===== src/rtl/adp_init_pkg.sv =====
package adp_init_pkg;

  typedef enum logic [3:0] {
    ST_IDLE,
    ST_EN_SET,
    ST_CL_CLR,
    ST_OP_PRE,
    ST_OP_ASSERT,
    ST_OP_WAIT,
    ST_OP_CHIP,
    ST_OP_SIF,
    ST_OP_FIFO,
    ST_OP_IRQ,
    ST_OP_THR
  } seq_st_e;

  typedef enum logic [2:0] {
    RMW_NONE,
    RMW_SET_CHIP,
    RMW_SET_SIF,
    RMW_SET_FIFO,
    RMW_CLR_ALL,
    RMW_ZERO
  } rmw_op_e;

endpackage


===== src/rtl/adp_settle_timer.sv =====
module adp_settle_timer #(
  parameter int SETTLE_W = 8
) (
  input  logic                clk,
  input  logic                rst_n,
  input  logic                load,
  input  logic                run,
  input  logic [SETTLE_W-1:0] load_val,
  output logic                zero
);

  logic [SETTLE_W-1:0] cnt_q, cnt_d;
  logic                cnt_en;

  assign zero   = (cnt_q == '0);
  assign cnt_en = load | (run & ~zero);

  always_comb begin
    cnt_d = cnt_q;
    if (load)     cnt_d = load_val;
    else if (run) cnt_d = cnt_q - 1'b1;
  end

  always_ff @(posedge clk or negedge rst_n) begin
    if (!rst_n)      cnt_q <= '0;
    else if (cnt_en) cnt_q <= cnt_d;
  end

  AST_TIMER_NO_WRAP: assert property (@(posedge clk) disable iff (!rst_n)
    (run && !load && !zero) |=> (cnt_q == $past(cnt_q) - 1'b1)) else $error("timer");

endmodule


===== src/rtl/adp_rst_shadow.sv =====
module adp_rst_shadow
  import adp_init_pkg::*;
#(
  parameter int DATA_W   = 8,
  parameter int BIT_CHIP = 0,
  parameter int BIT_SIF  = 1,
  parameter int BIT_FIFO = 2
) (
  input  logic              clk,
  input  logic              rst_n,
  input  rmw_op_e           op,
  output logic [DATA_W-1:0] shadow,
  output logic [DATA_W-1:0] next_val
);

  localparam logic [DATA_W-1:0] ONE    = {{(DATA_W-1){1'b0}}, 1'b1};
  localparam logic [DATA_W-1:0] M_CHIP = ONE << BIT_CHIP;
  localparam logic [DATA_W-1:0] M_SIF  = ONE << BIT_SIF;
  localparam logic [DATA_W-1:0] M_FIFO = ONE << BIT_FIFO;

  logic [DATA_W-1:0] shadow_q;
  logic              commit;

  assign shadow = shadow_q;
  assign commit = (op != RMW_NONE);

  always_comb begin
    unique case (op)
      RMW_SET_CHIP: next_val = shadow_q | M_CHIP;
      RMW_SET_SIF:  next_val = shadow_q | M_SIF;
      RMW_SET_FIFO: next_val = shadow_q | M_FIFO;
      RMW_CLR_ALL:  next_val = shadow_q & ~(M_CHIP | M_SIF | M_FIFO);
      RMW_ZERO:     next_val = '0;
      default:      next_val = shadow_q;
    endcase
  end

  always_ff @(posedge clk or negedge rst_n) begin
    if (!rst_n)      shadow_q <= '0;
    else if (commit) shadow_q <= next_val;
  end

endmodule


===== src/rtl/adp_init_fsm.sv =====
module adp_init_fsm
  import adp_init_pkg::*;
(
  input  logic    clk,
  input  logic    rst_n,
  input  logic    open_req,
  input  logic    close_req,
  input  logic    enable_req,
  input  logic    timer_zero,
  output seq_st_e state,
  output logic    done
);

  seq_st_e state_q, state_d;
  logic    done_q, done_d;

  assign state = state_q;
  assign done  = done_q;

  always_comb begin
    state_d = state_q;
    unique case (state_q)
      ST_IDLE: begin
        if (close_req)       state_d = ST_CL_CLR;
        else if (open_req)   state_d = ST_OP_PRE;
        else if (enable_req) state_d = ST_EN_SET;
      end
      ST_OP_PRE:    state_d = ST_OP_ASSERT;
      ST_OP_ASSERT: state_d = ST_OP_WAIT;
      ST_OP_WAIT:   if (timer_zero) state_d = ST_OP_CHIP;
      ST_OP_CHIP:   state_d = ST_OP_SIF;
      ST_OP_SIF:    state_d = ST_OP_FIFO;
      ST_OP_FIFO:   state_d = ST_OP_IRQ;
      ST_OP_IRQ:    state_d = ST_OP_THR;
      default:      state_d = ST_IDLE;
    endcase
    done_d = (state_q == ST_EN_SET) || (state_q == ST_CL_CLR) || (state_q == ST_OP_THR);
  end

  always_ff @(posedge clk or negedge rst_n) begin
    if (!rst_n) begin
      state_q <= ST_IDLE;
      done_q  <= 1'b0;
    end else begin
      state_q <= state_d;
      done_q  <= done_d;
    end
  end

  AST_DONE_SINGLE: assert property (@(posedge clk) disable iff (!rst_n)
    done |=> !done) else $error("done width");
  AST_WAIT_HOLDS: assert property (@(posedge clk) disable iff (!rst_n)
    (state_q == ST_OP_WAIT) |=> (state_q == ST_OP_WAIT || state_q == ST_OP_CHIP)) else $error("wait diverted");

endmodule


===== src/rtl/adp_init_seq.sv =====
module adp_init_seq
  import adp_init_pkg::*;
#(
  parameter int ADDR_W      = 4,
  parameter int DATA_W      = 8,
  parameter int SETTLE_W    = 8,
  parameter int RST_ADDR    = 1,
  parameter int IRQ_ADDR    = 4,
  parameter int THR_ADDR    = 6,
  parameter int BIT_CHIP    = 0,
  parameter int BIT_SIF     = 1,
  parameter int BIT_FIFO    = 2,
  parameter int BIT_SINT    = 1,
  parameter int BIT_PERR    = 5,
  parameter int FIFO_THRESH = 30
) (
  input  logic                clk,
  input  logic                rst_n,
  input  logic                open_req,
  input  logic                close_req,
  input  logic                enable_req,
  input  logic [SETTLE_W-1:0] settle_cycles,
  output logic                wr_en,
  output logic [ADDR_W-1:0]   wr_addr,
  output logic [DATA_W-1:0]   wr_data,
  output logic                done
);

  localparam logic [DATA_W-1:0] ONE     = {{(DATA_W-1){1'b0}}, 1'b1};
  localparam logic [DATA_W-1:0] IRQ_VAL = (ONE << BIT_SINT) | (ONE << BIT_PERR);
  localparam logic [DATA_W-1:0] THR_VAL = DATA_W'(FIFO_THRESH);
  localparam logic [ADDR_W-1:0] A_RST   = ADDR_W'(RST_ADDR);
  localparam logic [ADDR_W-1:0] A_IRQ   = ADDR_W'(IRQ_ADDR);
  localparam logic [ADDR_W-1:0] A_THR   = ADDR_W'(THR_ADDR);

  seq_st_e           state;
  rmw_op_e           rmw_op;
  logic              timer_zero;
  logic [DATA_W-1:0] shadow, rmw_val;

  adp_init_fsm u_fsm (
    .clk        (clk),
    .rst_n      (rst_n),
    .open_req   (open_req),
    .close_req  (close_req),
    .enable_req (enable_req),
    .timer_zero (timer_zero),
    .state      (state),
    .done       (done)
  );

  adp_settle_timer #(.SETTLE_W(SETTLE_W)) u_timer (
    .clk      (clk),
    .rst_n    (rst_n),
    .load     (state == ST_OP_ASSERT),
    .run      (state == ST_OP_WAIT),
    .load_val (settle_cycles),
    .zero     (timer_zero)
  );

  adp_rst_shadow #(
    .DATA_W(DATA_W), .BIT_CHIP(BIT_CHIP), .BIT_SIF(BIT_SIF), .BIT_FIFO(BIT_FIFO)
  ) u_shadow (
    .clk      (clk),
    .rst_n    (rst_n),
    .op       (rmw_op),
    .shadow   (shadow),
    .next_val (rmw_val)
  );

  always_comb begin
    unique case (state)
      ST_EN_SET, ST_OP_PRE, ST_OP_CHIP: rmw_op = RMW_SET_CHIP;
      ST_OP_ASSERT:                     rmw_op = RMW_CLR_ALL;
      ST_OP_SIF:                        rmw_op = RMW_SET_SIF;
      ST_OP_FIFO:                       rmw_op = RMW_SET_FIFO;
      ST_CL_CLR:                        rmw_op = RMW_ZERO;
      default:                          rmw_op = RMW_NONE;
    endcase
  end

  always_comb begin
    wr_en   = 1'b1;
    wr_addr = A_RST;
    wr_data = rmw_val;
    if (state == ST_OP_IRQ) begin
      wr_addr = A_IRQ;
      wr_data = IRQ_VAL;
    end else if (state == ST_OP_THR) begin
      wr_addr = A_THR;
      wr_data = THR_VAL;
    end else if (rmw_op == RMW_NONE) begin
      wr_en   = 1'b0;
      wr_data = '0;
    end
  end

  AST_SHADOW_FOLLOWS: assert property (@(posedge clk) disable iff (!rst_n)
    (wr_en && wr_addr == A_RST) |=> (shadow == $past(wr_data))) else $error("shadow");
  AST_SIF_AFTER_CHIP: assert property (@(posedge clk) disable iff (!rst_n)
    (wr_en && wr_addr == A_RST && wr_data[BIT_SIF] && !shadow[BIT_SIF]) |-> shadow[BIT_CHIP]) else $error("order sif");
  AST_FIFO_AFTER_SIF: assert property (@(posedge clk) disable iff (!rst_n)
    (wr_en && wr_addr == A_RST && wr_data[BIT_FIFO] && !shadow[BIT_FIFO]) |-> shadow[BIT_SIF]) else $error("order fifo");
  AST_DONE_AFTER_WRITE: assert property (@(posedge clk) disable iff (!rst_n)
    done |-> $past(wr_en)) else $error("done without write");

endmodule


===== config.mk =====
export PLATFORM = sky130hd
export DESIGN_NAME = adp_init_seq
export DESIGN_NICKNAME = d
export VERILOG_FILES = /design/src/rtl/adp_init_pkg.sv /design/src/rtl/adp_settle_timer.sv /design/src/rtl/adp_rst_shadow.sv /design/src/rtl/adp_init_fsm.sv /design/src/rtl/adp_init_seq.sv
export SDC_FILE = /design/constraint.sdc
export NUM_CORES = 1
export LEC_CHECK = 0
export ABC_CLOCK_PERIOD_IN_PS = 2900
export BUFFER_PORTS_ARGS = -buffer_cell sky130_fd_sc_hd__buf_2
export CORE_UTILIZATION = 35
export CTS_CLUSTER_SIZE = 12
export DETAILED_ROUTE_END_ITERATION = 12
export MAX_ROUTING_LAYER = met4
export PLACE_DENSITY = 0.66
export SYNTH_ARGS = -nofsm -noshare
export SYNTH_HDL_FRONTEND = slang
export SYNTH_SLANG_ARGS = --single-unit
export TNS_END_PERCENT = 5

===== constraint.sdc =====
create_clock -name clk -period 2.9 [get_ports clk]
set_clock_uncertainty 0.15 [all_clocks]
set_input_delay 0.145 -clock clk [delete_from_list [all_inputs] [get_ports clk]]
set_output_delay 0.145 -clock clk [all_outputs]
set_load 0.005 [all_outputs]

Word-level counts from Yosys, hierarchy flattened
Index checks and enable logic that the tools add are counted.
{ "op_classes": {"n_bitwise": 3, "mux": 17, "n_addsub": 1, "n_eq_ne": 17, "n_reduce_logical": 10} }
{ "ops": {"columns": ["operator", "n"], "rows": [
  ["8-bit 2-to-1 mux", 5],
  ["8-bit case mux with 5 select lines", 1],
  ["4-bit case mux with 8 select lines", 1],
  ["4-bit by 3-bit == test with 1-bit output, second input constant", 4],
  ["4-bit 2-to-1 mux", 4],
  ["3-bit case mux with 5 select lines", 1],
  ["4-bit == test, second input constant", 3],
  ["4-bit by 2-bit == test with 1-bit output, second input constant", 2],
  ["8-bit zero test", 1],
  ["8-bit by 1-bit subtractor with 8-bit output, second input constant", 1],
  ["3-bit by 2-bit == test with 1-bit output, second input constant", 2],
  ["3-bit == test, second input constant", 2],
  ["3-bit 2-to-1 mux", 2],
  ["4-bit by 1-bit == test with 1-bit output, second input constant", 1],
  ["4-bit zero test", 1],
  ["4-bit inequality test, second input constant", 1],
  ["2-bit AND reduction", 2],
  ["3-bit by 1-bit == test with 1-bit output, second input constant", 1],
  ["3-bit zero test", 1],
  ["1-bit 2-to-1 mux", 3],
  ["3-bit nonzero test", 1],
  ["3-bit OR reduction", 1],
  ["1-bit logical OR", 2],
  ["2-bit inequality test, second input constant", 1],
  ["4 further kinds", 4]
]} }
{ "word_totals": {"register_bits": 21, "out_inout_bits": 14, "elab_cells": 52} }

Logic depth before layout (Yosys ltp)
Gate-level depths: netlist of the first run.
{ "depth": {"depth_word": 8, "depth_mapped": 7} }

By module
Synthesis of the first run repeated with hierarchy kept, for this count alone.
{ "hier_totals": {"cells_unflattened": 180, "area_unflattened_um2": 1606.5} }
{ "by_module_without_submodules": {"columns": ["mod", "instances", "area_each_um2", "cells_per_inst"], "rows": [
  ["adp_settle_timer", 1, 541.8, 58],
  ["adp_init_seq", 1, 389.1, 57],
  ["adp_rst_shadow", 1, 364.1, 31],
  ["adp_init_fsm", 1, 311.5, 34]
]} }

Worst setup path before layout of the first run
No wires, ideal clock.
{ "synth_path": {"path_type": "register to register", "from": "register u_timer.cnt_q[0]", "to": "register u_timer.cnt_q[5]", "stages_incl_launch_ff": 8, "setup_time_ps": 131, "arrival_time_ps": 1598, "path_buffers": 1, "period_less_slack_ps": 1879, "required_time_ps": 2619, "slack_ps": 1021, "path_cell_list": "dfrtp_1 inv_1 ha_1 or3b_2 clkbuf_2 o2111ai_1 xor2_1 o21ai_1"} }
{ "synth_between": {"elab_chain_cells": 5, "elab_cells_between_ends": 8, "classes_between": "1 x add/sub; 2 x mux; 3 x bitwise; 2 x reduce/logical"} }
{ "synth_rtl": {"columns": ["item", "line", "rtl"], "rows": [
  ["start: declaration", "adp_settle_timer.sv:12", "logic [SETTLE_W-1:0] cnt_q, cnt_d;"],
  ["start signal: assignment", "adp_settle_timer.sv:26", "else if (cnt_en) cnt_q <= cnt_d;"],
  ["parallel branches: the longest is 5 deep, another holds 8-bit by 1-bit subtractor with 8-bit output", null, null]
]} }
Parallel ways; which one is timed is not known. The select of a mux whose other input is x is not followed.
A chain may end at the register's enable or synchronous reset.

Final worst setup path of the first run
{ "layout_path": {"from": "register u_fsm.state_q[0] (netlist: u_fsm.state[0])", "to": "output port wr_data[1]"} }
{ "layout_between": {"elab_chain_cells": 8, "elab_cells_between_ends": 21, "classes_between": "14 x eq/ne; 5 x mux; 2 x reduce/logical"} }
{ "layout_rtl": {"columns": ["item", "line", "rtl"], "rows": [
  ["start: declaration", "adp_init_fsm.sv:14", "seq_st_e state_q, state_d;"],
  ["start signal: assignment", "adp_init_fsm.sv:45", "state_q <= state_d;"],
  ["4-bit by 2-bit == test with 1-bit output (tied with other cells)", "adp_init_seq.sv:72", "unique case (state)"],
  ["3-bit OR reduction", "adp_init_seq.sv:72", null],
  ["3-bit case mux with 5 select lines", "adp_init_seq.sv:72", null],
  ["3-bit == test (tied with other cells)", "adp_rst_shadow.sv:28", "unique case (op)"],
  ["8-bit case mux with 5 select lines", "adp_rst_shadow.sv:28", null],
  ["8-bit 2-to-1 mux", "adp_init_seq.sv:92", "end else if (rmw_op == RMW_NONE) begin"],
  ["8-bit 2-to-1 mux", "adp_init_seq.sv:89", "end else if (state == ST_OP_THR) begin"],
  ["8-bit 2-to-1 mux *", "adp_init_seq.sv:86", "if (state == ST_OP_IRQ) begin"],
  ["end: declaration", "adp_init_seq.sv:25", "output logic [DATA_W-1:0] wr_data,"]
]} }
Every way passes the cells marked *; elsewhere a longest branch is shown, timed or not.

==> results.yml, run 1 <==
outcome:
  status: "complete, no violations"
timing:
  finalMaxSlewViolations: 0
  min_period_ns: 2.38
  setup_viol: 0
  fin_tns_setup_ns: 0
  hold_viol: 0
  slew_headroom: 0.454
  period_share: 0.821
  tightestPinTransition_ns: 0.819
  rsz0062_at_grt: "no"
  fmax_ghz: 0.420
synth:
  syn-cell-area_um2: 1380
  synthTopCellsByArea: "dfrtp_1, nand2_1, o21ai_0"
  yosysWarnings: 0
  yosysTopAreaCell: "dfrtp_1"
  synth_ff_type: "dfrtp_1"
  ys_types: 50
  ys_async_sr_fraction: 1.00
  avgSynthCellArea_um2: 8.61
  synth-seq-cells: 21
  syn_nets: 175
  ys_seq_area_frac: 0.381
  synth_top_area_frac: 0.381
  synth_edf_count: 0
  synth_cells: 160
layout:
  register_area_um2: 526
  area_growth_pct: 18.2
  antenna_cells: 0
  instances_no_fill: 232
  fin_nets: 200
  nFillCells: 388
  final_layout_size_suffix_gt1_frac: 0.190
  multi_input_area_um2: 762
worst_setup_path:
  crit_type: "flip-flop to output port"
  slowest_stage: "dfrtp_1"
  slowest_delay_ns: 0.88
  path_cells: "nor2b_1 -> o2bb2ai_1 -> a32oi_1 -> nand2_1 -> buf_2"
  critPathMaxFanout: 29
  start_kind: "flip-flop"
  worst-endpoint-required_ns: 2.61
  critPathArrivalTime_ns: 2.08
  endpoint_kind: "output port"
grt:
  track_usage: 0.153
  grt-ovfl-total: 0
  grt_pass1_vias: 1123
  grt_pass1_wl_um: 5010
  antenna_found_initial: 0
  grt_max_degree: 30
route:
  drt_wl_total_um: 2920
  postRouteAntennaNets: 0
  vias: 1211
  avgRoutedWirePerCell_um: 12.6
  dr.pass1.iters: 4
  vias_per_cell: 5.22
  drc: 0
  drt_iter0_drc: 50
power:
  peakVddDrop_mv: 0.293
  power.density_nw_per_um2: 947
  power_leakage_nw: 0.723
floorplanning:
  core-area_um2: 3720
  dieHeight_um: 64.7
  start_util: 0.371
  io_pins: 27
  rows: 22
  die-area_um2: 4190
  fp.dieW_um: 64.7
clock_network:
  h-tree-depth: 1
  cts_resized: 0
  insertion_delay_ns: 0.26
  cts_made_buffers: 3
  clk_root_buffer_cell: "clkbuf_8"
  clkTransAtPathRegs_ns: 0.08
  cts_tree: "yes"
  cts_max_path_buffers: 2
  clock_sinks: 21
placed_design:
  dp_hpwl_um: 1960
  place_inst: 220
  io_buffers: 25
  finalWeightedCongestion: 0.753
worst_hold_path:
  hold_class: "primary input to flip-flop"
flow_run:
  cap_violations: 0
layer usage:
| layer | global-route usage | share of wire | vias to the layer above |
|---|---|---|---|
| met5 | - | 0 | - |
| met4 | 0.0528 | 0.0089 | 0 |
| met2 | 0.236 | 0.46 | 24 |
| li1 | - | - | 612 |
| met3 | 0.0123 | 0.035 | 2 |
| met1 | 0.211 | 0.49 | 573 |
stage by stage:
| step | util | hold WS (ns) | area [um^2] | power (mW) | worst slack, ns |
|---|---|---|---|---|---|
| floorplan | - | -0.301 | 1380 | 1.17 | 1.02 |
| detailed placement | 0.404 | -0.00634 | 1500 | 1.34 | 0.788 |
| global route | 0.438 | 0.165 | 1630 | 1.68 | 0.350 |
| global placement | 0.404 | -0.00871 | 1500 | 1.33 | 0.843 |
| CTS | 0.438 | 0.130 | 1630 | 1.55 | 0.559 |
| finish | 0.438 | 0.127 | 1630 | 1.54 | 0.520 |
power by group:
part	internal [mW]	total, mW	switching (mW)
Clock	0.0978	0.194	0.0959
Combinational	0.346	0.734	0.388
Sequential	0.397	0.614	0.218
sequential cells by signal, indices dropped and copies added, names as in the netlist:
signal and flops:
u_timer.cnt_q 8, u_fsm.state 4, u_shadow.shadow 8, u_fsm.done 1
synthesized netlist by cell type (2+ instances only):
library cell / count
dfrtp_1: 21
nand2_1: 17
nor2_1: 9
o21ai_0: 9
o21ai_1: 9
a21oi_1: 7
clkbuf_1: 7
nor2b_1: 7
inv_1: 6
nand2b_1: 6
nor3_1: 4
o211ai_1: 4
xor2_1: 4
and2_1: 3
o2111ai_1: 3
a22o_1: 2
a311oi_1: 2
buf_1: 2
buf_2: 2
ha_1: 2
mux2_2: 2
nand3b_1: 2
nor4_1: 2
xnor2_1: 2
area by class of cell:
class,instances,share of cell area
multi-input combinational,119,0.468
clock buffer,4,0.0277
timing repair buffer,34,0.131
inverter,6,0.0138
sequential,21,0.323
tap,48,0.0369
critical path: cells and delay by family (launching register included):
kind,cells,cell delay (ns)
buffers and inverters,1,0.11
AO/OA/AOI/OAI,2,0.24
AND/OR/NAND/NOR,2,0.60
flip-flops,1,0.88
final timing paths:
path	startpoint	end	slack, ns	cells past startpoint
worst max-delay path	u_fsm.state[0]$_DFFE_PN0P_	wr_data[1]	0.52	5
worst min-delay path	settle_cycles[7]	u_timer.cnt_q[7]$_DFFE_PN0P_	0.13	3
worst max register to register	u_fsm.state[0]$_DFFE_PN0P_	u_timer.cnt_q[7]$_DFFE_PN0P_	0.77	4
worst min register to register	u_shadow.shadow[7]$_DFFE_PN0N_	u_shadow.shadow[7]$_DFFE_PN0N_	0.35	1
max in group asynchronous	rst_n	u_shadow.shadow[2]$_DFFE_PN0N_	2.05	2
min in group asynchronous	rst_n	u_fsm.state[0]$_DFFE_PN0P_	0.23	2
logic make-up after synthesis:
| family | Yosys count | synth area share |
|---|---|---|
| AO/OA/AOI/OAI | 50 | 0.244 |
| XOR/XNOR | 6 | 0.0381 |
| adder cells (fa/ha/maj) | 3 | 0.0254 |
| buffers and inverters | 20 | 0.0654 |
| flip-flops | 21 | 0.381 |
| multiplexers | 3 | 0.0236 |
| other | 1 | 0.00272 |
| AND/OR/NAND/NOR | 56 | 0.219 |
repair_timing:
| item | 4_1_cts | 5_1_grt |
|---|---|---|
| hold buffers | 8 | 0 |
| hold endpoints to repair | 28 | 0 |
| buffers inserted | 0 | 0 |
cells in the final DEF, fill, tap and decap left out, types with 3 or more instances in the layout:
cell type / count
and2_1: 3
nand2b_1: 6
o2111ai_1: 3
nor2b_1: 7
o21ai_1: 9
inv_1: 6
nor2_1: 9
buf_2: 25
a21oi_1: 7
clkbuf_8: 3
dfrtp_1: 21
nor3_1: 4
dlygate4sd3_1: 8
nand2_1: 17
o211ai_1: 4
o21ai_0: 9
xor2_1: 4
Note: power is estimated with default switching activity, not from simulation.
==> run 2: changes to the inputs <==
- ABC_CLOCK_PERIOD_IN_PS: 2900 -> 1900
- PLACE_DENSITY: 0.66 -> 0.68
- clock period: 2.9 -> 1.9 ns (I/O delays scaled with it)
==> results.yml, run 2 (same netlist as run 1, synthesis figures left out) <==
layout:
  final_layout_size_suffix_gt1_frac: 0.281
  area_growth_pct: 29.2
  nFillCells: 366
  antenna_cells: 0
  layout_common_cells: "buf_2, dfrtp_1, nand2_1, buf_4, o21ai_1"
  fin_nets: 215
  mostFrequentLayoutCell: "buf_2"
  instances_no_fill: 247
power:
  switching_power_mw: 1.14
  power.density_nw_per_um2: 1480
  power.internal_mw: 1.50
  power_frac_seq: 0.292
  peakVddDrop_mv: 0.576
  comb_power_share: 0.594
  power.share.clock: 0.114
  switching_share: 0.432
  power_leakage_nw: 0.813
outcome:
  status: "complete, no violations"
floorplanning:
  io_pins: 27
  dieHeight_um: 64.7
  rows: 22
  start_util: 0.371
  core-area_um2: 3720
  fp.dieW_um: 64.7
  die-area_um2: 4190
clock_network:
  clock_sinks: 21
  h-tree-depth: 1
  cts_tree: "yes"
  cts_made_buffers: 3
  clkTransAtPathRegs_ns: 0.08
  cts_max_path_buffers: 2
  clk_root_buffer_cell: "clkbuf_8"
  insertion_delay_ns: 0.26
worst_hold_path:
  hold_depth: 3
  min_from: "settle_cycles[7]"
  hold_class: "primary input to flip-flop"
  hold_end: "u_timer.cnt_q[7]$_DFFE_PN0P_"
placed_design:
  dp_hpwl_um: 2120
  place_inst: 233
  finalWeightedCongestion: 0.781
  io_buffers: 25
timing:
  finalMaxSlewViolations: 0
  rsz0062_at_grt: "yes"
  min_period_ns: 1.86
  setup_viol: 0
  hold_viol: 0
  whs_ns: 0.0737
  fmax_ghz: 0.537
  period_share: 0.981
grt:
  grt_pass1_wl_um: 5190
  grt_max_degree: 22
  grt-busiest-layer: "met2"
  met2_usage: 0.263
  use_met3: 0.0176
  track_usage: 0.160
  met1_usage: 0.202
  grt-ovfl-total: 0
  grt_pass1_vias: 1209
  antenna_found_initial: 0
worst_setup_path:
  worst-endpoint-required_ns: 1.65
  rr_worst_depth: 4
  crit_type: "flip-flop to output port"
  crit_start: "u_fsm.state[2]$_DFFE_PN0P_"
  r2r_setup_slack_ns: 0.12
  endpoint_kind: "output port"
  rr_endpoint: "u_timer.cnt_q[6]$_DFFE_PN0P_"
  r2r_start: "u_timer.cnt_q[4]$_DFFE_PN0P_"
  critPathArrivalTime_ns: 1.62
  start_kind: "flip-flop"
  critPathMaxFanout: 7
route:
  vias: 1250
  avgRoutedWirePerCell_um: 12.4
  postRouteAntennaNets: 0
  drt_iter0_drc: 19
  dr.pass1.iters: 4
  drc: 0
  drt_wl_total_um: 3060
  vias_per_cell: 5.06
flow_run:
  cap_violations: 0
## run 2: final cells by class
cell class / count / area, um^2 / area share
repair buffers: 49 / 337 / 0.189
clock buffers: 3 / 41.3 / 0.0232
well taps: 48 / 60.1 / 0.0338
inverters: 6 / 22.5 / 0.0127
flip-flops and latches: 21 / 526 / 0.295
clock inverters: 1 / 5.00 / 0.00281
multi-input cells: 119 / 788 / 0.443
## run 2: per-stage QoR
stage | worst slack (ns) | TNS (ns) | cell area [um^2] | utilization | total power, mW
after floorplan | 0.0211 | 0 | 1380 | - | 1.79
after global placement | 0.0577 | 0 | 1600 | 0.431 | 2.20
after detailed placement | 0.0119 | 0 | 1600 | 0.431 | 2.23
after CTS | -0.00923 | -0.00923 | 1740 | 0.468 | 2.57
after global routing | -0.0351 | -0.0354 | 1780 | 0.479 | 2.89
final | 0.0363 | 0 | 1780 | 0.479 | 2.64
## run 2: power groups by stage
stage	Sequential [mW]	Clock (mW)	Combinational, mW
after global placement	0.767	0	1.44
after floorplan	0.725	0	1.06
final	0.770	0.302	1.57
after CTS	0.766	0.308	1.50
after global routing	0.799	0.329	1.76
after detailed placement	0.770	0	1.45
## run 2: worst max path at each step
stage / end / slack (ns)
after floorplan: u_timer.cnt_q[5]$_DFFE_PN0P_ / 0.02
after global placement: u_timer.cnt_q[5]$_DFFE_PN0P_ / 0.06
after detailed placement: u_timer.cnt_q[6]$_DFFE_PN0P_ / 0.01
after CTS: wr_data[3] / -0.009
after global routing: wr_data[3] / -0.04
final: wr_data[3] / 0.04
## run 2: what timing repair did
action / 4_1_cts / 5_1_grt
buffers inserted: 0 / 2
hold endpoints to repair: 28 / 0
hold buffers: 8 / 0
pin swaps: 0 / 2
resized for setup: 4 / 7
endpoints found under the setup margin: 4 / 5
## run 2: critical path, stage by stage, from the launching register on
cell and delay [ns]:
dfrtp_1 0.45, buf_6 0.16, xor2_2 0.14, mux2_4 0.28
a22o_1 0.21, buf_2 0.12
## run 2: per-layer routing
metal / vias to the layer above / share of wire
li1: 642 / -
met1: 586 / 0.49
met2: 18 / 0.47
met3: 4 / 0.021
met4: 0 / 0.014
met5: - / 0
==> run 3: changes to the inputs <==
- CORE_UTILIZATION: 35 -> 49
- PLACE_DENSITY: 0.68 -> 0.86
==> results.yml, run 3 (same netlist as run 1, synthesis figures left out) <==
grt:
  grt_pass1_vias: 1251
  track_usage: 0.271
  met1_usage: 0.343
  grt_max_degree: 22
  grt-busiest-layer: "met2"
  antenna_found_initial: 0
  grt-ovfl-total: 0
  grt_pass1_wl_um: 5650
  use_met3: 0.0628
  met2_usage: 0.440
timing:
  min_period_ns: 1.91
  period_share: 1.00
  fin_ws_ns: -0.00652
  whs_ns: 0.0698
  setup_viol: 1
  fmax_ghz: 0.525
  finalMaxSlewViolations: 0
  hold_viol: 0
  rsz0062_at_grt: "yes"
floorplanning:
  fp.dieW_um: 55.0
  dieHeight_um: 55.0
  start_util: 0.537
  io_pins: 27
  core-area_um2: 2570
  rows: 18
  die-area_um2: 3030
placed_design:
  dp_hpwl_um: 2260
  place_area_um2: 1540
  finalWeightedCongestion: 0.851
  io_buffers: 25
layout:
  mostFrequentLayoutCell: "buf_2"
  design_area_um2: 1790
  fin_nets: 215
  register_area_um2: 528
  multi_input_area_um2: 832
  nFillCells: 192
  final_layout_size_suffix_gt1_frac: 0.317
  antenna_cells: 0
  postLayoutCoreUtil: 0.698
  area_growth_pct: 30.2
  layout_common_cells: "buf_2, dfrtp_1, nand2_1, buf_4, o21ai_1"
worst_setup_path:
  start_kind: "flip-flop"
  slowest_delay_ns: 0.42
  worst-endpoint-required_ns: 1.65
  cp_top_family: "flip-flops"
  cp_num_buf_inv: 2
  endpoint_kind: "output port"
  crit_start: "u_fsm.state[3]$_DFFE_PN0P_"
  path_cells: "buf_6 -> xor2_2 -> mux2_4 -> a22o_1 -> buf_2"
  critPathMaxFanout: 7
  rr_worst_depth: 5
  critPathArrivalTime_ns: 1.66
  crit_type: "flip-flop to output port"
  slowest_stage: "dfrtp_1"
  r2r_start: "u_fsm.state[3]$_DFFE_PN0P_"
  crit_cells: 5
power:
  total_power_mw: 2.75
  power_leakage_nw: 0.812
  peakVddDrop_mv: 1.12
  power.density_nw_per_um2: 1530
outcome:
  status: "finished with violations"
  violations: "negative setup slack"
route:
  dr.pass1.iters: 4
  avgRoutedWirePerCell_um: 15.6
  vias: 1347
  postRouteAntennaNets: 0
  drt_iter0_drc: 60
  drt_wl_total_um: 3580
  drc: 0
  vias_per_cell: 5.88
clock_network:
  cts_tree: "yes"
  cts_max_path_buffers: 2
  clock_sinks: 21
  clk_root_buffer_cell: "clkbuf_4"
  h-tree-depth: 1
  cts_made_buffers: 3
  insertion_delay_ns: 0.32
  clkTransAtPathRegs_ns: 0.12
worst_hold_path:
  hold_class: "primary input to flip-flop"
  min_from: "settle_cycles[7]"
  hold_depth: 3
flow_run:
  cap_violations: 0
-- run 3: changes by cell type in the layout (fill, tap and decap cells not counted), moves of 2 or more --
cell      change
a21oi_1       -2
a21oi_2       +2
buf_4         -2
clkbuf_4      +3
clkbuf_8      -3
dfrtp_1       -2
dfrtp_2       +2
nand2b_4      +2
-- run 3: cell type report --
class,count,area share
clock buffers,4,0.0147
inverters,6,0.0126
multi-input cells,119,0.464
flip-flops and latches,21,0.294
well taps,30,0.0209
repair buffers,49,0.193
-- run 3: tightest hold or removal path, stage by stage --
cell,delay (ns)
buf_2,0.08
nor4_1,0.05
a311oi_1,0.26
-- run 3: worst paths after layout --
kind	end	slack, ns
worst max-delay path	wr_data[3]	-0.007
worst min-delay path	u_timer.cnt_q[7]$_DFFE_PN0P_	0.07
worst max register to register	u_timer.cnt_q[7]$_DFFE_PN0P_	0.09
worst min register to register	u_shadow.shadow[6]$_DFFE_PN0N_	0.38
max in group asynchronous	u_fsm.state[0]$_DFFE_PN0P_	1.15
min in group asynchronous	u_shadow.shadow[0]$_DFFE_PN0N_	0.10
-- run 3: where the power goes --
group	switching, mW	internal (mW)	leakage, nW
combinational	0.914	0.808	0.531
clock	0.143	0.0822	0.0150
sequential	0.188	0.613	0.267
-- run 3: stage by stage --
stage / worst slack, ns / instances / TNS, ns
after detailed placement: -0.0221 / 210 / -0.0221
final: -0.00652 / 229 / -0.00652
after global routing: -0.0626 / 229 / -0.136
after floorplan: 0.0211 / 160 / 0
after CTS: -0.0199 / 225 / -0.0255
after global placement: 0.0623 / 210 / 0
-- run 3: repair_timing --
action | 4_1_cts | 5_1_grt
endpoints found under the hold margin | 28 | 0
setup buffers | 3 | 4
hold buffers | 8 | 0
setup endpoints to repair | 10 | 12
pin swaps | 0 | 2
resized for setup | 9 | 18
-- run 3: layer usage --
| layer | wire, um | vias up |
|---|---|---|
| met5 | 0 | - |
| met4 | 38 | 0 |
| met3 | 211 | 6 |
| met2 | 1810 | 47 |
| met1 | 1520 | 651 |
| li1 | - | 643 |
